$ cat config.mk
export PLATFORM = sky130hd
export DESIGN_NAME = dac_code_chain
export DESIGN_NICKNAME = d
export VERILOG_FILES = /design/src/rtl/dcc_pkg.sv /design/src/rtl/dcc_sync.sv /design/src/rtl/dcc_edge.sv /design/src/rtl/dcc_shifter.sv /design/src/rtl/dcc_latch.sv /design/src/rtl/dac_code_chain.sv
export SDC_FILE = /design/constraint.sdc
export NUM_CORES = 1
export LEC_CHECK = 0
export BUFFER_PORTS_ARGS = -buffer_cell sky130_fd_sc_hd__buf_2
export CAP_MARGIN = 20
export CELL_PAD_IN_SITES_DETAIL_PLACEMENT = 1
export CELL_PAD_IN_SITES_GLOBAL_PLACEMENT = 1
export CORE_AREA = 2 2 83 85
export CTS_CLUSTER_SIZE = 30
export DETAILED_ROUTE_END_ITERATION = 8
export DIE_AREA = 0 0 85 87
export PLACE_DENSITY_LB_ADDON = 0.1
export SKIP_LAST_GASP = 1
export SYNTH_ARGS = -nofsm -noshare
export SYNTH_HDL_FRONTEND = slang
export SYNTH_SLANG_ARGS = --single-unit
$ cat constraint.sdc
create_clock -name clk -period 3.4 [get_ports clk]
set_input_delay 0 -clock clk [delete_from_list [all_inputs] [get_ports clk]]
set_output_delay 0 -clock clk [all_outputs]
set_load 0.02 [all_outputs]
$ cat src/rtl/dcc_pkg.sv
`timescale 1ns/1ps
package dcc_pkg;
    localparam int unsigned CODE_W = 6;
    localparam int unsigned MAX_CH = 6;

    typedef struct packed {
        logic sclk;
        logic sdat;
        logic en_n;
    } pin_t;

    localparam pin_t PIN_RST = '{sclk: 1'b0, sdat: 1'b0, en_n: 1'b1};

    typedef struct packed {
        logic sclk_prev;
        logic en_prev;
    } edge_st_t;
endpackage

$ cat src/rtl/dcc_sync.sv
`timescale 1ns/1ps
module dcc_sync #(
    parameter int unsigned W       = 3,
    parameter int unsigned STAGES  = 2,
    parameter logic [W-1:0] RST_VAL = '0
) (
    input  logic         clk,
    input  logic         rst,
    input  logic [W-1:0] async_i,
    output logic [W-1:0] sync_o
);
    logic [STAGES-1:0][W-1:0] chain_d, chain_q;

    always_comb begin
        chain_d[0] = async_i;
        for (int s = 1; s < int'(STAGES); s++) begin
            chain_d[s] = chain_q[s-1];
        end
    end

    always_ff @(posedge clk) begin
        if (rst) begin
            chain_q <= {STAGES{RST_VAL}};
        end else begin
            chain_q <= chain_d;
        end
    end

    assign sync_o = chain_q[STAGES-1];
endmodule

$ cat src/rtl/dcc_edge.sv
`timescale 1ns/1ps
module dcc_edge
    import dcc_pkg::*;
(
    input  logic clk,
    input  logic rst,
    input  pin_t pins_s,
    output logic shift_o,
    output logic bit_o,
    output logic load_o
);
    edge_st_t st_d, st_q;

    always_comb begin
        st_d           = st_q;
        st_d.sclk_prev = pins_s.sclk;
        st_d.en_prev   = pins_s.en_n;
        // a fall is accepted only while the enable is active in this cycle
        shift_o = !pins_s.en_n && st_q.sclk_prev && !pins_s.sclk;
        load_o  = pins_s.en_n && !st_q.en_prev;
        bit_o   = pins_s.sdat;
    end

    always_ff @(posedge clk) begin
        if (rst) begin
            st_q <= '{sclk_prev: 1'b0, en_prev: 1'b1};
        end else begin
            st_q <= st_d;
        end
    end
endmodule

$ cat src/rtl/dcc_shifter.sv
`timescale 1ns/1ps
module dcc_shifter #(
    parameter int unsigned TOT = 36
) (
    input  logic           clk,
    input  logic           rst,
    input  logic           shift_i,
    input  logic           bit_i,
    output logic [TOT-1:0] sr_o
);
    logic [TOT-1:0] sr_d, sr_q;

    always_comb begin
        sr_d = sr_q;
        if (shift_i) begin
            sr_d = {sr_q[TOT-2:0], bit_i};
        end
    end

    always_ff @(posedge clk) begin
        if (rst) begin
            sr_q <= '0;
        end else begin
            sr_q <= sr_d;
        end
    end

    assign sr_o = sr_q;
endmodule

$ cat src/rtl/dcc_latch.sv
`timescale 1ns/1ps
module dcc_latch
    import dcc_pkg::*;
#(
    parameter int unsigned NUM_CH = 6,
    localparam int unsigned TOT   = NUM_CH * CODE_W
) (
    input  logic           clk,
    input  logic           rst,
    input  logic           load_i,
    input  logic [TOT-1:0] sr_i,
    output logic [TOT-1:0] codes_o
);
    logic [NUM_CH-1:0][CODE_W-1:0] code_d, code_q;

    always_comb begin
        for (int ch = 0; ch < int'(NUM_CH); ch++) begin
            code_d[ch] = load_i ? sr_i[ch*CODE_W +: CODE_W] : code_q[ch];
        end
    end

    always_ff @(posedge clk) begin
        if (rst) begin
            code_q <= '0;
        end else begin
            code_q <= code_d;
        end
    end

    for (genvar g = 0; g < int'(NUM_CH); g++) begin : g_out
        assign codes_o[g*CODE_W +: CODE_W] = code_q[g];
    end
endmodule

$ cat src/rtl/dac_code_chain.sv
`timescale 1ns/1ps
module dac_code_chain
    import dcc_pkg::*;
#(
    parameter int unsigned NUM_CH      = 6,
    parameter int unsigned SYNC_STAGES = 2,
    localparam int unsigned TOT_BITS   = NUM_CH * CODE_W
) (
    input  logic                clk,
    input  logic                rst,
    input  logic                ser_clk_i,
    input  logic                ser_dat_i,
    input  logic                ser_en_n_i,
    output logic                ser_dat_o,
    output logic [TOT_BITS-1:0] ch_code_o
);
    pin_t pins_a, pins_s;
    logic sclk_s, dat_s, en_n_s;
    logic shift, shift_bit, load;
    logic [TOT_BITS-1:0] sr;

    assign pins_a = '{sclk: ser_clk_i, sdat: ser_dat_i, en_n: ser_en_n_i};

    dcc_sync #(
        .W      ($bits(pin_t)),
        .STAGES (SYNC_STAGES),
        .RST_VAL(PIN_RST)
    ) u_sync (
        .clk    (clk),
        .rst    (rst),
        .async_i(pins_a),
        .sync_o (pins_s)
    );

    assign sclk_s = pins_s.sclk;
    assign dat_s  = pins_s.sdat;
    assign en_n_s = pins_s.en_n;

    dcc_edge u_edge (
        .clk    (clk),
        .rst    (rst),
        .pins_s (pins_s),
        .shift_o(shift),
        .bit_o  (shift_bit),
        .load_o (load)
    );

    dcc_shifter #(.TOT(TOT_BITS)) u_shift (
        .clk    (clk),
        .rst    (rst),
        .shift_i(shift),
        .bit_i  (shift_bit),
        .sr_o   (sr)
    );

    dcc_latch #(.NUM_CH(NUM_CH)) u_latch (
        .clk    (clk),
        .rst    (rst),
        .load_i (load),
        .sr_i   (sr),
        .codes_o(ch_code_o)
    );

    assign ser_dat_o = sr[TOT_BITS-1];
endmodule

==> results of run 1 <==
## layout make-up
type	count	area share, %
multi-input cells	228	31.0
repair buffers	49	9.14
clock buffers	13	4.65
flip-flops and latches	80	50.0
well taps	80	3.13
clock inverters	3	2.03
## critical path, stage by stage (launching register included)
cell and delay, ps:
dfxtp_1 420, nor2b_2 690, buf_4 360, nand2_1 90
a21oi_1 120
## where the power goes
group	switching [mW]	internal, mW
Sequential	0.00207	0.940
Combinational	0.0239	0.00891
Clock	0.327	0.434
## repair_timing
action / CTS / global route
endpoints found under the setup margin: 0 / 0
hold buffers: 3 / 0
endpoints found under the hold margin: 3 / 0
## synthesized netlist by cell type
master / instances
a21oi_1: 72
buf_2: 3
buf_4: 5
buf_6: 4
clkbuf_1: 12
dfxtp_1: 80
nand2_1: 144
nand2b_1: 1
nor2b_1: 6
nor3b_4: 1
or2_2: 3
or3b_1: 1
## worst min path at each step
stage               startpoint                 to  slack [ps]  cells past startpoint
floorplan           ser_en_n_i  u_sync.chain_d[3]         100                      1
CTS                        rst   u_sync.sync_o[2]         260                      2
global route               rst     u_edge.st_q[1]         290                      2
global placement    ser_en_n_i  u_sync.chain_d[3]         190                      2
detailed placement  ser_en_n_i  u_sync.chain_d[3]         190                      2
finish                     rst     u_edge.st_q[1]         260                      2
## sequential cells by signal, summed over array words and instances, names as in the netlist
| signal | count |
|---|---|
| u_latch.codes_o | 36 |
| u_shift.sr_o | 36 |
| u_sync.chain_d | 3 |
| u_sync.sync_o | 3 |
| u_edge.st_q | 2 |
## routing by layer
layer  part of all wire (%)  track usage (%)  vias to the layer above
li1                       -                -                     1128
met4                    1.9             9.52                        0
met2                     48             27.2                       33
met3                    3.1             3.41                        7
met5                      0                0                        -
met1                     47             20.6                     1001
## cell families after synthesis
logic type	Yosys count	synth area share [%]
AOI/OAI and AO/OA	72	13.2
buffers and inverters	24	5.21
DFF	80	58.6
and+or+nand+nor	156	23.1
## metrics by stage
stage,instances,utilization [%]
after global placement,433,44.6
final,453,48.7
after floorplan,332,-
after detailed placement,434,45.0
after CTS,453,48.7
after global routing,453,48.7
==> impl_metrics.tcl, run 1 <==
set metrics [dict create \
    drtAntennaViolNets 0 \
    holdWs_ps 265 \
    path_class "reg2reg" \
    num-fill-cells 816 \
    syn_inst 332 \
    clk_latency_ps 350 \
    seqCellArea_um2 1600 \
    syn_to_final_growth_pct 17.1 \
    wl_um 5810 \
    synth_top_area_share_pct 58.6 \
    ir_drop_uv 229 \
    critPathLaunchType "flop" \
    syn-cell-area_um2 2740 \
    gp_routability_congestion 0.705 \
    htreeDepth 3 \
    die_area_um2 7400 \
    drv_slew 0 \
    die-height_um 87 \
    final_area_um2 3200 \
    drtPass1Iterations 4 \
    ys_ff_latch 80 \
    reg2reg_to "u_latch.codes_o[27]" \
    power_mw 1.74 \
    grt_util_all_layers_pct 16.7 \
    setup_viol 0 \
    clk_pin_slew_ps 80 \
    worst-endpoint-required_ps 3660 \
    grt_overflow_total 0 \
    grt_pass1_vias 2045 \
    crit_path_end "u_latch.codes_o[27]" \
    finalHoldViolCount 0 \
    relSlewSlack_pct 43.0 \
    drv_cap 0 \
    finalSetupTns_ps 0 \
    cts_resized 0 \
    rrSetupSlack_ps 1630 \
    root_buffer "clkbuf_8" \
    skew_ps 8.30 \
    die_w_um 85 \
    crit_fanout 19 \
    drtIter0Drc 85 \
    final_common_cell "nand2_1" \
    yosysTopAreaCell "dfxtp_1" \
    vias 2169 \
    routedWlPerCell_um 12.8 \
    yosysSeqAreaShare_pct 58.6 \
    multi_input_area_um2 993 \
    status "finished, final reports clean" \
    core-area_um2 6570 \
    io_pins 42 \
    fmax_ghz 0.566 \
    grt_max_degree 49 \
    diodes 0 \
    worst_slack_ps 1630 \
    num_rows 30 \
    remaining_drc_errors 0 \
    hp-class "in2reg" \
    p_per_area_nw_per_um2 542 \
    dpl_cell_area_um2 2960 \
    antenna_found_initial 0 \
    rsz0062_at_grt "false" \
    nets 373 \
    cts_made_buffers 9 \
    hpwl_um 3640 \
    grt_pass1_wl_um 9670 \
    cts_tree "done" \
    r2r_cells 4 \
    post_cts_buffers 0 \
    clock_sinks 80 \
    tightest_slew_ps 854 \
    power_leakage_nw 1.18 \
    synthTopCellsByArea "dfxtp_1, nand2_1, a21oi_1, buf_6, clkbuf_1" \
    r2r_start "u_sync.sync_o[0]" \
    synth_warnings 0 \
    startpoint "u_sync.sync_o[0]" \
    timing.final.crit_share_pct 51.9 \
    via_per_inst 4.79 \
    mostFrequentLayoutCells "nand2_1, dfxtp_1, a21oi_1, buf_2, clkbuf_8" \
    syn_area_per_cell_um2 8.24 \
    yosysUniqueCellTypes 12 \
    initial_core_util_pct 41.6 \
    port_buffers 41 \
    drive_gt1_share_pct 17.2 \
    cp.arrival_ps 2030 \
    pre_cts_slack_ps 1600 \
    critPathCaptureType "flop" \
    clockBufferDepth 2 \
    period_needed_ps 1770 \
    mappedNetlistNets 337 \
]
Note: power is estimated with default switching activity, not from simulation.
==> inputs of run 2 (changes only) <==
--- a/config.mk
+++ b/config.mk
@@ -5,14 +5,15 @@
 export SDC_FILE = /design/constraint.sdc
 export NUM_CORES = 1
 export LEC_CHECK = 0
+export ABC_AREA = 1
 export BUFFER_PORTS_ARGS = -buffer_cell sky130_fd_sc_hd__buf_2
 export CAP_MARGIN = 20
 export CELL_PAD_IN_SITES_DETAIL_PLACEMENT = 1
 export CELL_PAD_IN_SITES_GLOBAL_PLACEMENT = 1
-export CORE_AREA = 2 2 83 85
+export CORE_AREA = 2 2 90 92
 export CTS_CLUSTER_SIZE = 30
 export DETAILED_ROUTE_END_ITERATION = 8
-export DIE_AREA = 0 0 85 87
+export DIE_AREA = 0 0 92 94
 export PLACE_DENSITY_LB_ADDON = 0.1
 export SKIP_LAST_GASP = 1
 export SYNTH_ARGS = -nofsm -noshare
==> constraint.sdc (replaced) <==
create_clock -name clk -period 1.8 [get_ports clk]
set_input_delay 0 -clock clk [delete_from_list [all_inputs] [get_ports clk]]
set_output_delay 0 -clock clk [all_outputs]
set_load 0.02 [all_outputs]
==> run 2 against run 1 <==
Sequential share of layout area shrank 5.4 points. Cell area grew 12%. First-iteration DRC count shrank 12%. Maximum frequency grew 30%. Clock power grew 84%. Core utilization shrank 1.6 points. Total power grew 100%. Via count grew 21%. Die area grew 17%. Clock-buffer cell count grew 1. Wire length grew 11%.
==> impl_metrics.tcl, run 2 <==
set metrics [dict create \
    status "finished, final reports clean" \
    synthTopCellsByArea "dfxtp_1, nor2_1, a21oi_1, nand3_1, inv_1" \
    via_per_inst 4.71 \
    rsz0062_at_grt "false" \
    grt_util_all_layers_pct 16.1 \
    synth-simple-area-share_pct 25.2 \
    skew_ps 8.13 \
    setup_viol 0 \
    r2r_start "u_sync.sync_o[0]" \
    num_rows 32 \
    drive_gt1_share_pct 15.2 \
    root_buffer "clkbuf_8" \
    grt_pass1_vias 2584 \
    ir_drop_uv 386 \
    mappedNetlistNets 420 \
    crit_fanout 37 \
    antenna_found_initial 0 \
    synth_async_sr_flop_share_pct 0 \
    syn_inst 415 \
    relSlewSlack_pct 70.3 \
    post_cts_buffers 0 \
    hold_depth 3 \
    worst-endpoint-required_ps 2080 \
    vias 2616 \
    power_leakage_nw 1.47 \
    yosysUniqueCellTypes 19 \
    r2r_cells 4 \
    drv_cap 0 \
    synth-main-ff-cell "dfxtp_1" \
    routedWlPerCell_um 11.6 \
    initial_core_util_pct 40.7 \
    port_buffers 41 \
    cts_resized 0 \
    grt_max_degree 73 \
    final_common_cell "nor2_1" \
    io_pins 42 \
    synthAdderAreaFrac_pct 0 \
    mostFrequentLayoutCells "nor2_1, dfxtp_1, inv_1, buf_2" \
    rrSetupSlack_ps 440 \
    synth_top_area_share_pct 51.7 \
    synth_top_family_by_area "simple AND/OR/NAND/NOR gates" \
    critPathLaunchType "flop" \
    timing.final.crit_share_pct 75.7 \
    synth_common_cells "nor2_1, dfxtp_1, inv_1" \
    synth-edff-count 0 \
    synth_warnings 0 \
    cp.arrival_ps 1640 \
    clk_latency_ps 340 \
    drtPass1Iterations 4 \
    yosysSeqAreaShare_pct 51.7 \
    min_to "u_sync.chain_d[3]" \
    htreeDepth 3 \
    synth-xor-area-share_pct 0 \
    remaining_drc_errors 0 \
    yosysMostFrequentCell "nor2_1" \
    syn_area_per_cell_um2 7.47 \
    gp_routability_congestion 0.679 \
    worst_slack_ps 437 \
    fmax_ghz 0.734 \
    synth_compound_area_share_pct 11.6 \
    final_util_pct 47.2 \
    drtIter0Drc 75 \
    finalSetupTns_ps 0 \
    power_mw 3.47 \
    die_w_um 92 \
    drv_slew 0 \
    finalHoldViolCount 0 \
    clockBufferDepth 2 \
    syn-cell-area_um2 3100 \
    die-height_um 94 \
    die_area_um2 8650 \
    critPathCaptureType "flop" \
    holdWs_ps 365 \
    diodes 0 \
    syn_to_final_growth_pct 15.8 \
    hp-class "in2reg" \
    cts_made_buffers 9 \
    reg2reg_to "u_latch.codes_o[23]" \
    cts_tree "done" \
    yosysTopAreaCell "dfxtp_1" \
    hold_start "ser_en_n_i" \
    grt_pass1_wl_um 11300 \
    clock_sinks 80 \
    tightest_slew_ps 445 \
    ys_ff_latch 80 \
    core-area_um2 7610 \
    clk_pin_slew_ps 80 \
    path_class "reg2reg" \
    wl_um 6430 \
    nets 454 \
    muxShareOfSynthArea_pct 0 \
    grt_overflow_total 0 \
    pre_cts_slack_ps 413 \
    p_per_area_nw_per_um2 968 \
    hpwl_um 3850 \
    drtAntennaViolNets 0 \
    period_needed_ps 1360 \
]
==> run 2: cell types whose count changed in the layout (fill, tap and decap cells not counted), sizes merged, moves of 3 or more <==
cell,change
nor2,+114
o21ai,+36
inv,+43
a21oi,-36
dlygate4sd3,+3
nand2,-107
nand3,+36
nor2b,-6
==> run 2: per-layer routing <==
layer  vias up  track usage [%]  share of wire, %
li1       1361                -                 -
met1      1217             18.0                47
met2        33             29.5                48
met3         5             4.65               3.8
met4         0             5.22              0.95
met5         -                0                 0
==> run 2: metrics by stage <==
| stage | instances | instance area (um^2) |
|---|---|---|
| 6_report | 556 | 3590 |
| 5_1_grt | 556 | 3590 |
| 4_1_cts | 556 | 3590 |
| 3_5_place_dp | 534 | 3310 |
| 3_3_place_gp | 534 | 3310 |
| 2_1_floorplan | 415 | 3100 |
==> run 2: worst max-delay path: stages (launching register included) <==
cell	delay, ps
dfxtp_1	440
nand2_4	270
inv_4	390
nor2_1	90
nor2_1	100
==> run 2: cell families after synthesis <==
kind of cell    count (synthesis)
simple gates                  190
flops                          80
compound gates                 72
buf+inv                        73
==> run 2: timing repair <==
item                                    in CTS  in global routing
endpoints found under the setup margin       0                  0
hold endpoints to repair                     6                  0
hold buffers                                 6                  0
==> run 2: cell type report <==
cell class	instances	area, um^2
tap	102	128
inverter	44	173
sequential	80	1600
multi-input combinational	262	1140
clock buffer	14	183
timing repair buffer	52	328
fill	994	4020
clock inverter	2	35.0
==> run 2: report_power, final <==
part	leakage (nW)	switching (mW)	internal (mW)
Combinational	0.706	0.159	0.0849
Sequential	0.649	0.0218	1.81
Clock	0.113	0.609	0.792
Total	1.47	0.789	2.69
==> run 2: worst max-delay path by stage <==
stage	from	to	cells past startpoint
2_1_floorplan	u_sync.sync_o[0]	u_shift.sr_o[35]	5
3_3_place_gp	u_sync.sync_o[0]	u_latch.codes_o[33]	4
3_5_place_dp	u_sync.sync_o[0]	u_latch.codes_o[23]	4
4_1_cts	u_sync.sync_o[0]	u_latch.codes_o[23]	4
5_1_grt	u_sync.sync_o[0]	u_latch.codes_o[11]	4
6_report	u_sync.sync_o[0]	u_latch.codes_o[23]	4
